$ cat config.mk
export PLATFORM = sky130hd
export DESIGN_NAME = cfg_serial_loader
export DESIGN_NICKNAME = d
export VERILOG_FILES = /design/src/rtl/cfgl_pkg.sv /design/src/rtl/cfgl_sync.sv /design/src/rtl/cfgl_poll_timer.sv /design/src/rtl/cfgl_bit_shifter.sv /design/src/rtl/cfg_serial_loader.sv
export SDC_FILE = /design/constraint.sdc
export NUM_CORES = 1
export LEC_CHECK = 0
export ABC_AREA = 1
export BUFFER_PORTS_ARGS = -buffer_cell sky130_fd_sc_hd__buf_2
export CORE_UTILIZATION = 54
export CTS_CLUSTER_SIZE = 28
export DETAILED_ROUTE_END_ITERATION = 16
export GPL_TIMING_DRIVEN = 0
export PLACE_DENSITY = 0.82
export SYNTH_ARGS = -nofsm -noshare
export SYNTH_HDL_FRONTEND = slang
export SYNTH_HIERARCHICAL = 1
export SYNTH_SLANG_ARGS = --single-unit
$ cat constraint.sdc
create_clock -name clk -period 2.35 [get_ports clk]
set_input_delay 0.5875 -clock clk [delete_from_list [all_inputs] [get_ports clk]]
set_output_delay 0.5875 -clock clk [all_outputs]
set_load 0.02 [all_outputs]
$ cat src/rtl/cfgl_pkg.sv
package cfgl_pkg;

  typedef enum logic [2:0] {
    PH_IDLE,
    PH_PROG,
    PH_INITWAIT,
    PH_FETCH,
    PH_SHIFT,
    PH_DONEWAIT
  } phase_t;

  localparam logic [1:0] RES_OK           = 2'd0;
  localparam logic [1:0] RES_INIT_LOW_TO  = 2'd1;
  localparam logic [1:0] RES_INIT_HIGH_TO = 2'd2;
  localparam logic [1:0] RES_DONE_TO      = 2'd3;

  // pin levels {clk, din} for one of the four steps of a bit
  function automatic logic [1:0] step_pins(input logic [1:0] step, input logic b);
    case (step)
      2'd0:    step_pins = {1'b0, 1'b1};
      2'd1:    step_pins = {1'b0, b};
      2'd2:    step_pins = {1'b1, b};
      default: step_pins = {1'b1, 1'b1};
    endcase
  endfunction

endpackage

$ cat src/rtl/cfgl_sync.sv
module cfgl_sync #(
  parameter int STAGES = 2
) (
  input  logic clk,
  input  logic rst,
  input  logic d,
  output logic q
);
  generate
    if (STAGES <= 1) begin : g_single
      logic q_r;
      always_ff @(posedge clk) begin
        if (rst) q_r <= 1'b0;
        else     q_r <= d;
      end
      assign q = q_r;
    end else begin : g_chain
      logic [STAGES-1:0] sh;
      always_ff @(posedge clk) begin
        if (rst) sh <= '0;
        else     sh <= {sh[STAGES-2:0], d};
      end
      assign q = sh[STAGES-1];
    end
  endgenerate
endmodule

$ cat src/rtl/cfgl_poll_timer.sv
module cfgl_poll_timer #(
  parameter int TICK_DIV   = 125000,
  parameter int POLL_LIMIT = 5
) (
  input  logic clk,
  input  logic rst,
  input  logic restart,
  input  logic run,
  output logic poll,
  output logic last
);
  localparam int TW = (TICK_DIV > 1) ? $clog2(TICK_DIV) : 1;
  localparam int PW = (POLL_LIMIT > 1) ? $clog2(POLL_LIMIT) : 1;

  logic [TW-1:0] tick_cnt;
  logic [PW-1:0] poll_idx;

  always_ff @(posedge clk) begin
    if (rst || restart) begin
      tick_cnt <= '0;
    end else if (tick_cnt == TW'(TICK_DIV - 1)) begin
      tick_cnt <= '0;
    end else begin
      tick_cnt <= tick_cnt + 1'b1;
    end
  end

  always_ff @(posedge clk) begin
    if (rst || restart) begin
      poll_idx <= '0;
    end else if (run && poll && !last) begin
      poll_idx <= poll_idx + 1'b1;
    end
  end

  assign poll = (tick_cnt == '0);
  assign last = (poll_idx == PW'(POLL_LIMIT - 1));
endmodule

$ cat src/rtl/cfgl_bit_shifter.sv
module cfgl_bit_shifter
  import cfgl_pkg::*;
#(
  parameter int STEP_DIV = 4
) (
  input  logic clk,
  input  logic rst,
  input  logic load,
  input  logic bit_in,
  output logic pin_clk,
  output logic pin_din,
  output logic active,
  output logic finish
);
  localparam int SW = (STEP_DIV > 1) ? $clog2(STEP_DIV) : 1;

  logic [SW-1:0] cnt;
  logic [1:0]    step;
  logic          bit_q;
  logic          step_end;

  assign step_end = (cnt == SW'(STEP_DIV - 1));

  always_ff @(posedge clk) begin
    if (rst) begin
      active  <= 1'b0;
      cnt     <= '0;
      step    <= 2'd0;
      bit_q   <= 1'b0;
      pin_clk <= 1'b1;
      pin_din <= 1'b1;
    end else if (load && !active) begin
      active             <= 1'b1;
      cnt                <= '0;
      step               <= 2'd0;
      bit_q              <= bit_in;
      {pin_clk, pin_din} <= step_pins(2'd0, bit_in);
    end else if (active) begin
      if (step_end) begin
        cnt <= '0;
        if (step == 2'd3) begin
          active <= 1'b0;
        end else begin
          step               <= step + 2'd1;
          {pin_clk, pin_din} <= step_pins(step + 2'd1, bit_q);
        end
      end else begin
        cnt <= cnt + 1'b1;
      end
    end
  end

  assign finish = active && (step == 2'd3) && step_end;
endmodule

$ cat src/rtl/cfg_serial_loader.sv
module cfg_serial_loader
  import cfgl_pkg::*;
#(
  parameter int PROG_ACTIVE_HIGH = 0,
  parameter int STEP_DIV         = 4,
  parameter int TICK_DIV         = 125000,
  parameter int POLL_LIMIT       = 5,
  parameter int SYNC_STAGES      = 2
) (
  input  logic       clk,
  input  logic       rst,
  input  logic       start,
  output logic       busy,
  output logic [1:0] result,
  input  logic       bit_valid,
  input  logic       bit_data,
  input  logic       bit_last,
  output logic       bit_ready,
  output logic       cfg_prog,
  output logic       cfg_clk,
  output logic       cfg_din,
  input  logic       cfg_init,
  input  logic       cfg_done
);
  localparam logic PROG_ON  = (PROG_ACTIVE_HIGH != 0);
  localparam logic PROG_OFF = !PROG_ON;

  phase_t     ph, ph_nxt;
  logic [1:0] res_nxt;
  logic       init_s, done_s;
  logic       poll, last_poll, in_wait, restart;
  logic       accept, last_q;
  logic       sh_active, sh_finish;

  cfgl_sync #(.STAGES(SYNC_STAGES)) u_sync_init (
    .clk(clk), .rst(rst), .d(cfg_init), .q(init_s)
  );

  cfgl_sync #(.STAGES(SYNC_STAGES)) u_sync_done (
    .clk(clk), .rst(rst), .d(cfg_done), .q(done_s)
  );

  assign in_wait = (ph == PH_PROG) || (ph == PH_INITWAIT) || (ph == PH_DONEWAIT);
  assign restart = (ph_nxt != ph);

  cfgl_poll_timer #(.TICK_DIV(TICK_DIV), .POLL_LIMIT(POLL_LIMIT)) u_timer (
    .clk(clk), .rst(rst), .restart(restart), .run(in_wait),
    .poll(poll), .last(last_poll)
  );

  assign accept = bit_ready && bit_valid;

  cfgl_bit_shifter #(.STEP_DIV(STEP_DIV)) u_shift (
    .clk(clk), .rst(rst), .load(accept), .bit_in(bit_data),
    .pin_clk(cfg_clk), .pin_din(cfg_din),
    .active(sh_active), .finish(sh_finish)
  );

  always_comb begin
    ph_nxt  = ph;
    res_nxt = result;
    case (ph)
      PH_IDLE: begin
        if (start) begin
          ph_nxt  = PH_PROG;
          res_nxt = RES_OK;
        end
      end
      PH_PROG: begin
        if (poll) begin
          if (!init_s) begin
            ph_nxt = PH_INITWAIT;
          end else if (last_poll) begin
            ph_nxt  = PH_IDLE;
            res_nxt = RES_INIT_LOW_TO;
          end
        end
      end
      PH_INITWAIT: begin
        if (poll) begin
          if (init_s) begin
            ph_nxt = PH_FETCH;
          end else if (last_poll) begin
            ph_nxt  = PH_IDLE;
            res_nxt = RES_INIT_HIGH_TO;
          end
        end
      end
      PH_FETCH: begin
        if (accept) ph_nxt = PH_SHIFT;
      end
      PH_SHIFT: begin
        if (sh_finish) ph_nxt = last_q ? PH_DONEWAIT : PH_FETCH;
      end
      PH_DONEWAIT: begin
        if (poll) begin
          if (done_s) begin
            ph_nxt  = PH_IDLE;
            res_nxt = RES_OK;
          end else if (last_poll) begin
            ph_nxt  = PH_IDLE;
            res_nxt = RES_DONE_TO;
          end
        end
      end
      default: ph_nxt = PH_IDLE;
    endcase
  end

  always_ff @(posedge clk) begin
    if (rst) begin
      ph        <= PH_IDLE;
      result    <= RES_OK;
      busy      <= 1'b0;
      bit_ready <= 1'b0;
      cfg_prog  <= PROG_OFF;
      last_q    <= 1'b0;
    end else begin
      ph        <= ph_nxt;
      result    <= res_nxt;
      busy      <= (ph_nxt != PH_IDLE);
      bit_ready <= (ph_nxt == PH_FETCH);
      cfg_prog  <= (ph_nxt == PH_PROG) ? PROG_ON : PROG_OFF;
      if (accept) last_q <= bit_last;
    end
  end

  // shifter activity is only expected in the shift phase
  logic unused_ok;
  assign unused_ok = sh_active;
endmodule

==> results.md <==
- Status: finished, violations left
- Failing checks: setup timing
- Synth area leaders: dfxtp_1, nand2_1, nor2_1
- GR Util met2: 0.4047
- Latest clock arrival within the worst-skew pair: ~300 ps
- Max Slew Vio Count: 0
- Most frequent cell after synthesis: nand2_1
- Finished Layout Cells: 420
- # IOs: 15
- Syn_nets: 351
- Peak Freq: ~420 MHz
- Synth Cell Area: ~2300 sq um
- Endpoints failing setup: 1
- Switch Pwr: around 980 uW
- Pwr Density: between 800 and 900 nW/um^2
- CTS Buffer Depth: 2
- Critical Path RT: 2590 ps
- GPL Wtd Cong: between 0.9 and 1
- Layout Utilization: 0.6865
- CTS HTree Levels: 2
- Vias in the first global route: 2043
- Antenna Nets Post-Route: 0
- Total chip power: approximately 2500 uW
- Worst Setup Path Type: register to register
- Clock Tree Root: clkbuf_8
- Worst setup slack after placement: -423.0 ps
- Initial antenna violation count: 0
- First-pass GRT wire length: 8.314 mm
- Layout area overhead: 19.76%
- Total grt overflow: 0
- Sw Ratio: 0.3921
- Worst setup SP type: register
- Post-synth EDFFs: 0
- Register area share after synthesis: 0.3504
- Dpl cells: 400
- Logic pwr share: 0.487
- Gr busiest metal: met2
- R2r worst-path depth: 16
- HP Class: register to register
- Clock slew at the register clock pins of the worst setup and hold paths: 80 ps
- Synth Register Bits: 41
- Primary FF master, synth: dfxtp_1
- Core area: between 4000 and 5000 sq um
- HP Start: u_sync_done/g_chain.sh[0]
- Worst Skew: 7.671 ps
- Total GRT Usage: 0.2378
- Die Wd: ~68 um
- Worst-path fanout max: 7
- Slew headroom: 0.7615
- PnR worst setup slack: -7.544 ps
- ANT cells: 0
- DRC viols: 0
- Pleak: 0.001236 uW
- Post-Synthesis Cells: about 340
- Vias per inst: between 5 and 6
- Rows: 23
- Hpwl dp: 3.477 mm
- Async S/R FF share, synth: 0
- Worst r2r src: u_timer/tick_cnt[1]
- Flop2flop setup slack: -8 ps
- Drt first pass iters: 4
- Vias: around 2200
- Minimum clock period: roughly 2400 ps
- Synth top area share: 0.3504
- Filler instances: approximately 330
- Worst Setup End Kind: register
- Ratio of cells with drive above 1 in the final layout: 0.2811
- Worst Hold Depth: 2
- Syn Area/Cell: roughly 7 sq um
- Largest net degree at the start of global routing: 14
- Worst-Margin Slew: between 300 and 400 ps
- Synth cell count leaders: nand2_1, nor2_1, inv_1
- Setup_tns: -7.544 ps
- First DRT Iteration DRCs: between 150 and 200
- Arr. time, crit path: roughly 2600 ps
- Final Hold Fails: 0
- Maximum vdd drop: around 0.53 mV
- WL final: ~5.3 mm
- Max Cap Viol: 0
- Die height: just under 70 um
- Total die area: around 4600 sq um
- Met1 Resource Use GR: 0.2850
- Nets: 384
- RR Endpoint: u_timer/tick_cnt[9]
- Clock Power Share: 0.184
- Starting Density: 0.5732
- Global Route met3 Usage: 0.05667
- TritonCTS clock tree: yes
- Tcrit/Tclk final: 1.003
- Hold EP: u_sync_done/g_chain.sh[1]
- Synth warn: 6
- Port Buffers: 14
- Sequential power share: 0.329
- TritonCTS Sinks: around 40
- Routed len/inst: about 13 um
- CTS Buf Count: 5
- Int Pwr: approximately 1500 uW
- Largest area contributor in the netlist: dfxtp_1
- Unrepaired setup endpoints after global routing: true
- Synth cell types: 33
-- how the worst max path moves through the flow --
| stage | to | from | slack, ps | depth (start not counted) |
|---|---|---|---|---|
| 6_report | u_timer/tick_cnt[9] | u_timer/tick_cnt[1] | -8 | 16 |
| 5_1_grt | u_timer/tick_cnt[9] | u_timer/tick_cnt[1] | -110 | 16 |
| 2_1_floorplan | u_timer/tick_cnt[10] | u_timer/tick_cnt[0] | 110 | 16 |
| 3_3_place_gp | u_timer/tick_cnt[10] | u_timer/tick_cnt[11] | -320 | 15 |
| 4_1_cts | u_timer/tick_cnt[8] | u_timer/tick_cnt[0] | 10 | 16 |
| 3_5_place_dp | u_timer/tick_cnt[8] | u_timer/tick_cnt[0] | -420 | 16 |
-- layout by cell type (no fill, tap or decap), types with 2 or more instances in the layout --
cell type	instances
a21oi_1	12
dfxtp_1	38
buf_2	14
nand3_2	4
nand2_2	16
dfxtp_2	2
buf_4	11
a21oi_2	8
nor2_4	11
clkbuf_8	5
xor2_1	4
nor2_1	44
inv_6	2
nand2_1	65
inv_1	42
inv_2	5
buf_6	4
nand3b_1	2
nor2_2	7
ha_1	6
o21ai_0	5
nor3_1	6
clkinv_2	2
buf_8	2
nand3_1	26
nand4_1	10
-- cell families (layout without fill, tap and decap cells) --
family | count (synthesis) | in the layout | synth area share
xor gates and xnor gates | 5 | 5 | 0.01870
DFF | 41 | 41 | 0.3504
buffers and inverters | 55 | 89 | 0.1090
AOI/OAI and AO/OA | 28 | 28 | 0.06678
and+or+nand+nor | 200 | 200 | 0.4177
adders and majority gates | 7 | 7 | 0.03739
-- final cells by class --
| cell class | count | area, sq um | area share |
|---|---|---|---|
| inverter | 49 | 193.9 | 0.06913 |
| tap | 50 | 62.56 | 0.02230 |
| buffer | 6 | 71.32 | 0.02542 |
| multi-input combinational | 240 | 1383 | 0.4929 |
| timing repair buffer | 26 | 181.4 | 0.06467 |
| clock buffer | 5 | 68.82 | 0.02453 |
| sequential | 41 | 827.0 | 0.2948 |
| clock inverter | 3 | 17.52 | 0.006244 |
-- power groups by stage --
stage                     registers (uW)  clock network (uW)  logic (uW)
after global routing                 841                 499        1320
after floorplan                      879                   0         611
after detailed placement             836                   0         825
after global placement               834                   0         807
final                                825                 462        1220
after CTS                            821                 467         915
-- metrics by stage --
step | area, sq um | hold WS, ps
after floorplan | 2342 | 388.3
after global placement | 2475 | 392.7
after detailed placement | 2475 | 397.5
after CTS | 2610 | 409.6
after global routing | 2805 | 432.1
final | 2805 | 412.7
-- registers in the layout, indices dropped and copies added (netlist names) --
| signal | cells |
|---|---|
| bit_ready | 1 |
| busy | 1 |
| cfg_prog | 1 |
| last_q | 1 |
| ph | 3 |
| result | 2 |
| u_shift/active | 1 |
| u_shift/bit_q | 1 |
| u_shift/cnt | 2 |
| u_shift/pin_clk | 1 |
| u_shift/pin_din | 1 |
| u_shift/step | 2 |
| u_sync_done/g_chain.sh | 2 |
| u_sync_init/g_chain.sh | 2 |
| u_timer/poll_idx | 3 |
| u_timer/tick_cnt | 17 |
-- timing repair --
action,4_1_cts,5_1_grt
pin swaps,1,9
gates resized for setup,7,32
gates cloned,0,1
hold endpoints to repair,0,0
setup buffers,3,8
hold buffers,0,0
setup endpoints to repair,20,20
-- critical path: stages, from the launching register on --
cell       delay (ps)
dfxtp_2           340
inv_2              70
ha_4              150
nand3_4            90
nor4_4            280
buf_4             150
o21ai_1            90
nand2_2           100
nand2_2            70
nor2_4            140
nand2_2            70
nand2_1            70
nand3_2           110
nor2_4            170
nand2_4           110
clkbuf_16         180
a21oi_2            90
-- routing by layer --
layer	part of all wire	routed length [um]	vias to the layer above
li1	-	-	1132
met1	0.44	2313	1009
met2	0.47	2474	89
met3	0.062	325	19
met4	0.028	148	0
met5	0	0	-
No activity file was read; power rests on OpenSTA's default activity.
